==> src/rtl/wdog_pkg.sv <==
package wdog_pkg;
  localparam int CTRL_W   = 8;
  localparam int BIT_RUN  = 0;
  localparam int BIT_SEL  = 1;
  localparam int SEL_W    = 2;
  localparam int BIT_IEN  = 3;
  localparam int BIT_REN  = 4;
  localparam int BIT_FLAG = 5;
  localparam int BIT_KICK = 6;
  localparam int N_SEL    = 1 << SEL_W;

  typedef enum logic {
    PH_COUNT = 1'b0,
    PH_WARN  = 1'b1
  } wdog_phase_e;
endpackage

==> src/rtl/wdog_ctrl_reg.sv <==
module wdog_ctrl_reg
  import wdog_pkg::*;
(
  input  logic                 clk,
  input  logic                 rst_n,
  input  logic                 wr_en,
  input  logic [CTRL_W-1:0]    wr_data,
  input  logic                 expire,
  output logic                 run,
  output logic [SEL_W-1:0]     sel,
  output logic                 ien,
  output logic                 ren,
  output logic                 flag,
  output logic                 kick,
  output logic                 sel_chg,
  output logic [CTRL_W-1:0]    rd_data
);
  always_ff @(posedge clk) begin
    if (!rst_n) begin
      run  <= 1'b0;
      sel  <= '0;
      ien  <= 1'b0;
      ren  <= 1'b0;
      flag <= 1'b0;
    end else begin
      if (wr_en) begin
        run <= wr_data[BIT_RUN];
        sel <= wr_data[BIT_SEL +: SEL_W];
        ien <= wr_data[BIT_IEN];
        ren <= wr_data[BIT_REN];
      end
      // a new expiry wins over a clearing write on the same edge
      if (expire)
        flag <= 1'b1;
      else if (wr_en && !wr_data[BIT_FLAG])
        flag <= 1'b0;
    end
  end

  assign kick    = wr_en & wr_data[BIT_KICK];
  assign sel_chg = wr_en & (wr_data[BIT_SEL +: SEL_W] != sel);

  always_comb begin
    rd_data                      = '0;
    rd_data[BIT_RUN]             = run;
    rd_data[BIT_SEL +: SEL_W]    = sel;
    rd_data[BIT_IEN]             = ien;
    rd_data[BIT_REN]             = ren;
    rd_data[BIT_FLAG]            = flag;
  end

  AST_FLAG_STICKY: assert property (@(posedge clk) disable iff (!rst_n)
    (flag && !(wr_en && !wr_data[BIT_FLAG])) |=> flag);
  AST_FLAG_ONLY_BY_EXPIRY: assert property (@(posedge clk) disable iff (!rst_n)
    (!flag && !expire) |=> !flag);
endmodule

==> src/rtl/wdog_interval.sv <==
module wdog_interval
  import wdog_pkg::*;
#(
  parameter int EXP0 = 12,
  parameter int EXP1 = 15,
  parameter int EXP2 = 18,
  parameter int EXP3 = 21
) (
  input  logic             clk,
  input  logic             rst_n,
  input  logic             clr,
  input  logic             count_en,
  input  logic [SEL_W-1:0] sel,
  output logic             expire
);
  localparam int CNT_W = EXP3;
  localparam int EXPS [N_SEL] = '{EXP0, EXP1, EXP2, EXP3};

  logic [CNT_W-1:0] cnt;
  logic [N_SEL-1:0] hit;

  for (genvar g = 0; g < N_SEL; g++) begin : g_limit
    localparam logic [CNT_W-1:0] LIMIT = CNT_W'((64'd1 << EXPS[g]) - 64'd1);
    assign hit[g] = (cnt == LIMIT);
  end

  assign expire = count_en & ~clr & hit[sel];

  always_ff @(posedge clk) begin
    if (!rst_n)
      cnt <= '0;
    else if (clr)
      cnt <= '0;
    else if (count_en) begin
      if (expire)
        cnt <= '0;
      else
        cnt <= cnt + 1'b1;
    end
  end

  AST_CLEAR_ZEROES: assert property (@(posedge clk) disable iff (!rst_n)
    clr |=> (cnt == '0));
  AST_NO_COUNT_IDLE: assert property (@(posedge clk) disable iff (!rst_n)
    (!count_en && !clr) |=> $stable(cnt));
endmodule

==> src/rtl/wdog_warn.sv <==
module wdog_warn
  import wdog_pkg::*;
#(
  parameter int WARN_CLKS = 512
) (
  input  logic clk,
  input  logic rst_n,
  input  logic abort,
  input  logic run,
  input  logic kick,
  input  logic expire,
  input  logic ren,
  output logic in_warn,
  output logic rst_req
);
  localparam int WIN_W = $clog2(WARN_CLKS);
  localparam logic [WIN_W-1:0] WIN_LAST = WIN_W'(WARN_CLKS - 1);

  wdog_phase_e      phase;
  logic [WIN_W-1:0] wcnt;

  always_ff @(posedge clk) begin
    if (!rst_n) begin
      phase   <= PH_COUNT;
      wcnt    <= '0;
      rst_req <= 1'b0;
    end else begin
      rst_req <= 1'b0;
      if (abort) begin
        phase <= PH_COUNT;
        wcnt  <= '0;
      end else begin
        unique case (phase)
          PH_COUNT: begin
            if (expire) begin
              phase <= PH_WARN;
              wcnt  <= '0;
            end
          end
          PH_WARN: begin
            if (wcnt == WIN_LAST) begin
              phase   <= PH_COUNT;
              wcnt    <= '0;
              rst_req <= ren;
            end else begin
              wcnt <= wcnt + 1'b1;
            end
          end
          default: phase <= PH_COUNT;
        endcase
      end
    end
  end

  assign in_warn = (phase == PH_WARN);

  AST_RST_ONE_CYCLE: assert property (@(posedge clk) disable iff (!rst_n)
    rst_req |=> !rst_req);
  AST_RST_ENDS_WINDOW: assert property (@(posedge clk) disable iff (!rst_n)
    rst_req |-> ($past(phase) == PH_WARN));
  AST_KICK_CANCELS: assert property (@(posedge clk) disable iff (!rst_n)
    kick |=> (phase == PH_COUNT && !rst_req));
  AST_QUIET_STOPPED: assert property (@(posedge clk) disable iff (!rst_n)
    !run |=> (!rst_req && phase == PH_COUNT));
endmodule

==> src/rtl/wdog_top.sv <==
module wdog_top
  import wdog_pkg::*;
#(
  parameter int EXP0      = 12,
  parameter int EXP1      = 15,
  parameter int EXP2      = 18,
  parameter int EXP3      = 21,
  parameter int WARN_CLKS = 512
) (
  input  logic              clk,
  input  logic              rst_n,
  input  logic              wr_en,
  input  logic [CTRL_W-1:0] wr_data,
  output logic [CTRL_W-1:0] rd_data,
  output logic              irq,
  output logic              rst_req
);
  logic             run, ien, ren, flag, kick, sel_chg;
  logic [SEL_W-1:0] sel;
  logic             expire, in_warn, abort, clr, count_en;

  wdog_ctrl_reg u_reg (
    .clk     (clk),
    .rst_n   (rst_n),
    .wr_en   (wr_en),
    .wr_data (wr_data),
    .expire  (expire),
    .run     (run),
    .sel     (sel),
    .ien     (ien),
    .ren     (ren),
    .flag    (flag),
    .kick    (kick),
    .sel_chg (sel_chg),
    .rd_data (rd_data)
  );

  assign abort    = ~run | kick | sel_chg;
  assign clr      = abort;
  assign count_en = run & ~in_warn;

  wdog_interval #(
    .EXP0 (EXP0),
    .EXP1 (EXP1),
    .EXP2 (EXP2),
    .EXP3 (EXP3)
  ) u_cnt (
    .clk      (clk),
    .rst_n    (rst_n),
    .clr      (clr),
    .count_en (count_en),
    .sel      (sel),
    .expire   (expire)
  );

  wdog_warn #(
    .WARN_CLKS (WARN_CLKS)
  ) u_warn (
    .clk     (clk),
    .rst_n   (rst_n),
    .abort   (abort),
    .run     (run),
    .kick    (kick),
    .expire  (expire),
    .ren     (ren),
    .in_warn (in_warn),
    .rst_req (rst_req)
  );

  assign irq = flag & ien;

  AST_IRQ_RISE_CAUSE: assert property (@(posedge clk) disable iff (!rst_n)
    $rose(irq) |-> ($past(expire) || $past(wr_en)));
  AST_IRQ_FALL_CAUSE: assert property (@(posedge clk) disable iff (!rst_n)
    $fell(irq) |-> $past(wr_en));
endmodule

==> config.mk <==
export PLATFORM = sky130hd
export DESIGN_NAME = wdog_top
export DESIGN_NICKNAME = d
export VERILOG_FILES = /design/src/rtl/wdog_pkg.sv /design/src/rtl/wdog_ctrl_reg.sv /design/src/rtl/wdog_interval.sv /design/src/rtl/wdog_warn.sv /design/src/rtl/wdog_top.sv
export SDC_FILE = /design/constraint.sdc
export NUM_CORES = 1
export LEC_CHECK = 0
export BUFFER_PORTS_ARGS = -buffer_cell sky130_fd_sc_hd__buf_2
export CORE_ASPECT_RATIO = 1.25
export CORE_MARGIN = 1.5
export CORE_UTILIZATION = 30
export CTS_CLUSTER_SIZE = 25
export DETAILED_ROUTE_END_ITERATION = 7
export PLACE_DENSITY_LB_ADDON = 0.1
export SYNTH_ARGS = -nofsm -noshare
export SYNTH_HDL_FRONTEND = slang
export SYNTH_SLANG_ARGS = --single-unit
==> constraint.sdc <==
create_clock -name clk -period 2.4 [get_ports clk]
set_input_delay 0.12 -clock clk [delete_from_list [all_inputs] [get_ports clk]]
set_output_delay 0.12 -clock clk [all_outputs]
set_load 0.01 [all_outputs]
==> results_dict.tcl <==
set metrics [dict create \
    grtUsageTotal_pct 13.2 \
    synthesis.area_per_instance_sq_um 8.49 \
    design.core.area_sq_mm 0.00586 \
    fmaxAchievable_mhz 478 \
    yosys_register_bits 38 \
    detailedRoute.firstIterationViolations 65 \
    max-clock-path-buffers 2 \
    holdBufCountCts 0 \
    hold_ws_ns 0.0830 \
    dieWidth_um 72.9 \
    finalSetupTns_ns 0 \
    grt.overflow.total 0 \
    area_taken_by_flip_flops_and_latches_sq_um 761 \
    design.final.nets 254 \
    boundaryPins 21 \
    cellPowerDensity_mw_per_mm2 526 \
    floorplan.initialDensity_pct 31.3 \
    swShare_pct 23.0 \
    vias_per_cell 4.64 \
    placementRows 31 \
    final.fill_count 647 \
    detail_route.first_pass.iterations 4 \
    synth.cell_area_sq_mm 0.00183 \
    dieArea_sq_mm 0.00660 \
    worstPathBufferInverterCount 1 \
    max-cap-violations 0 \
    detail_route.wirelength_mm 3.85 \
    drcViolationCount 0 \
    synth_top_area_cells "dfxtp_1, xor2_1, nor2_1" \
    critical_path.max_fanout 12 \
    worstSetupPathType "reg -> reg" \
    yosysTopAreaCellShare_pct 41.5 \
    critical_path_depth 6 \
    seq_power_share_pct 57.4 \
    cts-resized-gates 0 \
    clock_insertion_delay_worst_skew_ns 0.29 \
    share_of_cells_above_drive_strength_1_pct 16.7 \
    cts_tree "yes" \
    cp_cell_sequence "or4_4, a2111oi_2, a41oi_2, o21bai_2, buf_4, nor2_1" \
    finalMaxSlewViolations 0 \
    cts.repair_timing.setup_buffer_count 0 \
    cts_made_buffers 5 \
    yosys.cell_types.count 37 \
    final.period_utilization_pct 87.2 \
    sum_of_internal_switching_and_leakage_power_mw 1.11 \
    synthDominantAreaCellType "dfxtp_1" \
    wire_per_inst_um 12.0 \
    netSwitchingPower_mw 0.256 \
    slew_headroom_pct 65.9 \
    grt_setup_unrepaired "false" \
    cts.htree.levels 2 \
    buffer_ports.inserted 17 \
    routed-via-count 1495 \
    leakage_nw 0.786 \
    holdCritPathClass "in -> reg" \
    r2r.worst_path.cells 6 \
    syn_inst 216 \
    cts.clk_slew.worst_paths_ns 0.07 \
    family_with_the_most_delay_on_the_worst_path "compound AO/OA/AOI/OAI gates" \
    run_status "finished, final reports clean" \
    worst_setup_path_end_kind "flop" \
    worstMarginPinSlew_ns 0.508 \
    hold-path-cell-count 3 \
    internal_power_mw 0.857 \
    period_needed_ns 2.09 \
    worst_supply_voltage_drop_on_vdd_v 0.000234 \
    ant_nets 0 \
    globalplace.congestion 0.714 \
    finalHoldViolations 0 \
    final_skew_ns 0.00496 \
    multiInputGateArea_sq_um 998 \
    comb_power_share_pct 5.3 \
    critical_path_slowest_stage_cell "or4_4" \
    cts.sinks 38 \
    grt_start_max_net_pins 15 \
    p_clk_share_pct 37.3 \
    worst_ep_required_time_ns 2.58 \
    layoutNonFillerInstCount 322 \
    num_antenna_cells 0 \
    critical_path_arrival_ns 2.27 \
    grt_antenna_before_repair 0 \
    yosysWarningCount 0 \
    areaGrowthSynthToFinish_pct 15.4 \
    grt_pass1_vias 1473 \
    grt_first_pass_wirelength_mm 6.78 \
    chipHeight_um 90.4 \
    dpl.hpwl_mm 2.79 \
    timing.critical_path.slowest_cell_delay_ns 0.53 \
    synth-seq-area-share_pct 41.5 \
    placed_cells_incl_taps 315 \
    startpoint_type "flop" \
    finalSetupViolCount 0 \
    cts_root_buffer "clkbuf_8" \
]
path summary, 6_finish.rpt:
path	from	end	slack [ns]
worst max register to register	u_cnt.cnt[12]	u_cnt.cnt[10]	0.31
worst min register to register	u_reg.ren	u_warn.rst_req	0.47
worst min-delay path	wr_data[4]	u_reg.ren	0.08
worst max-delay path	u_cnt.cnt[12]	u_cnt.cnt[10]	0.31
per-stage QoR:
stage	instance area (sq um)	setup slack, ns	util [%]
floorplan	1840	0.368	-
global placement	2040	0.316	34.8
detailed placement	2040	0.304	34.8
CTS	2120	0.281	36.1
global route	2120	0.0961	36.1
finish	2120	0.307	36.1
metal layers:
layer	global-route usage [%]	wire length (um)	vias to the layer above
li1	-	-	784
met1	15.8	1780	695
met2	22.1	1920	12
met3	3.68	96	4
met4	4.72	46	0
met5	0	0	-
cell families (layout without fill, tap and decap cells):
| logic type | after synthesis | after routing | share of synthesized area, % |
|---|---|---|---|
| adder cells (fa/ha/maj) | 3 | 3 | 2.05 |
| buffers and inverters | 13 | 36 | 4.30 |
| multiplexers | 5 | 5 | 2.73 |
| flip-flops | 38 | 38 | 41.5 |
| AND/OR/NAND/NOR | 106 | 106 | 28.8 |
| XOR/XNOR | 21 | 21 | 10.0 |
| AO/OA/AOI/OAI | 29 | 29 | 10.4 |
| other | 1 | 2 | 0.204 |
power groups by stage:
stage / clock (mW) / sequential (mW) / combinational [mW]
6_report: 0.416 / 0.639 / 0.0584
5_1_grt: 0.471 / 0.639 / 0.0650
4_1_cts: 0.443 / 0.639 / 0.0598
3_5_place_dp: 0 / 0.654 / 0.0595
3_3_place_gp: 0 / 0.654 / 0.0592
2_1_floorplan: 0 / 0.656 / 0.0349
placed cells by master, fill, tap and decap left out:
| cell type | instances |
|---|---|
| xor2_1 | 14 |
| nor4_1 | 2 |
| conb_1 | 2 |
| a2111oi_2 | 1 |
| buf_4 | 8 |
| a21boi_1 | 1 |
| clkbuf_8 | 5 |
| or4_1 | 1 |
| o21bai_2 | 1 |
| nand3_1 | 12 |
| inv_1 | 3 |
| nor2b_1 | 8 |
| nand4_1 | 8 |
| or3_1 | 2 |
| or2_2 | 2 |
| o311ai_0 | 2 |
| nor2_1 | 29 |
| ha_1 | 3 |
| buf_2 | 17 |
| o22ai_1 | 1 |
| mux2i_1 | 5 |
| nand2_1 | 23 |
| nand2b_1 | 1 |
| or3_2 | 1 |
| nor3_1 | 3 |
| and4_1 | 2 |
| a41oi_2 | 1 |
| buf_12 | 1 |
| xnor2_1 | 7 |
| or4_4 | 1 |
| o21ai_0 | 14 |
| o31ai_1 | 2 |
| clkinv_2 | 2 |
| dfxtp_1 | 38 |
| a21oi_1 | 4 |
| and3_1 | 5 |
| nand3b_1 | 1 |
| and2_1 | 5 |
| o21a_1 | 1 |
| o21ai_1 | 1 |
synthesized netlist by cell type:
| master | n |
|---|---|
| a2111oi_2 | 1 |
| a21boi_1 | 1 |
| a21oi_1 | 4 |
| a41oi_2 | 1 |
| and2_1 | 5 |
| and3_1 | 5 |
| and4_1 | 2 |
| buf_4 | 8 |
| clkbuf_1 | 2 |
| conb_1 | 1 |
| dfxtp_1 | 38 |
| ha_1 | 3 |
| inv_1 | 3 |
| mux2i_1 | 5 |
| nand2_1 | 23 |
| nand2b_1 | 1 |
| nand3_1 | 12 |
| nand3b_1 | 1 |
| nand4_1 | 8 |
| nor2_1 | 29 |
| nor2b_1 | 8 |
| nor3_1 | 3 |
| nor4_1 | 2 |
| o21a_1 | 1 |
| o21ai_0 | 14 |
| o21ai_1 | 1 |
| o21bai_2 | 1 |
| o22ai_1 | 1 |
| o311ai_0 | 2 |
| o31ai_1 | 2 |
| or2_2 | 2 |
| or3_1 | 2 |
| or3_2 | 1 |
| or4_1 | 1 |
| or4_4 | 1 |
| xnor2_1 | 7 |
| xor2_1 | 14 |
layout make-up:
type | instances | area share [%]
Inverter | 3 | 0.532
Sequential cell | 38 | 35.9
Clock buffer | 5 | 3.25
Tap cell | 82 | 4.85
Timing Repair Buffer | 26 | 7.80
Clock inverter | 2 | 0.473
Multi-Input combinational cell | 166 | 47.2
registers in the layout, indices dropped and copies added (netlist names):
signal          flops
u_warn.in_warn      1
u_reg.ien           1
u_reg.ren           1
u_warn.wcnt         9
u_reg.flag          1
u_reg.run           1
u_cnt.cnt          21
u_reg.sel           2
u_warn.rst_req      1
tightest hold or removal path, delay by kind of cell:
family        cells  cell delay, ns
buf+inv           1            0.08
simple gates      1            0.09
mux               1            0.05
Note: power is estimated with default switching activity, not from simulation.
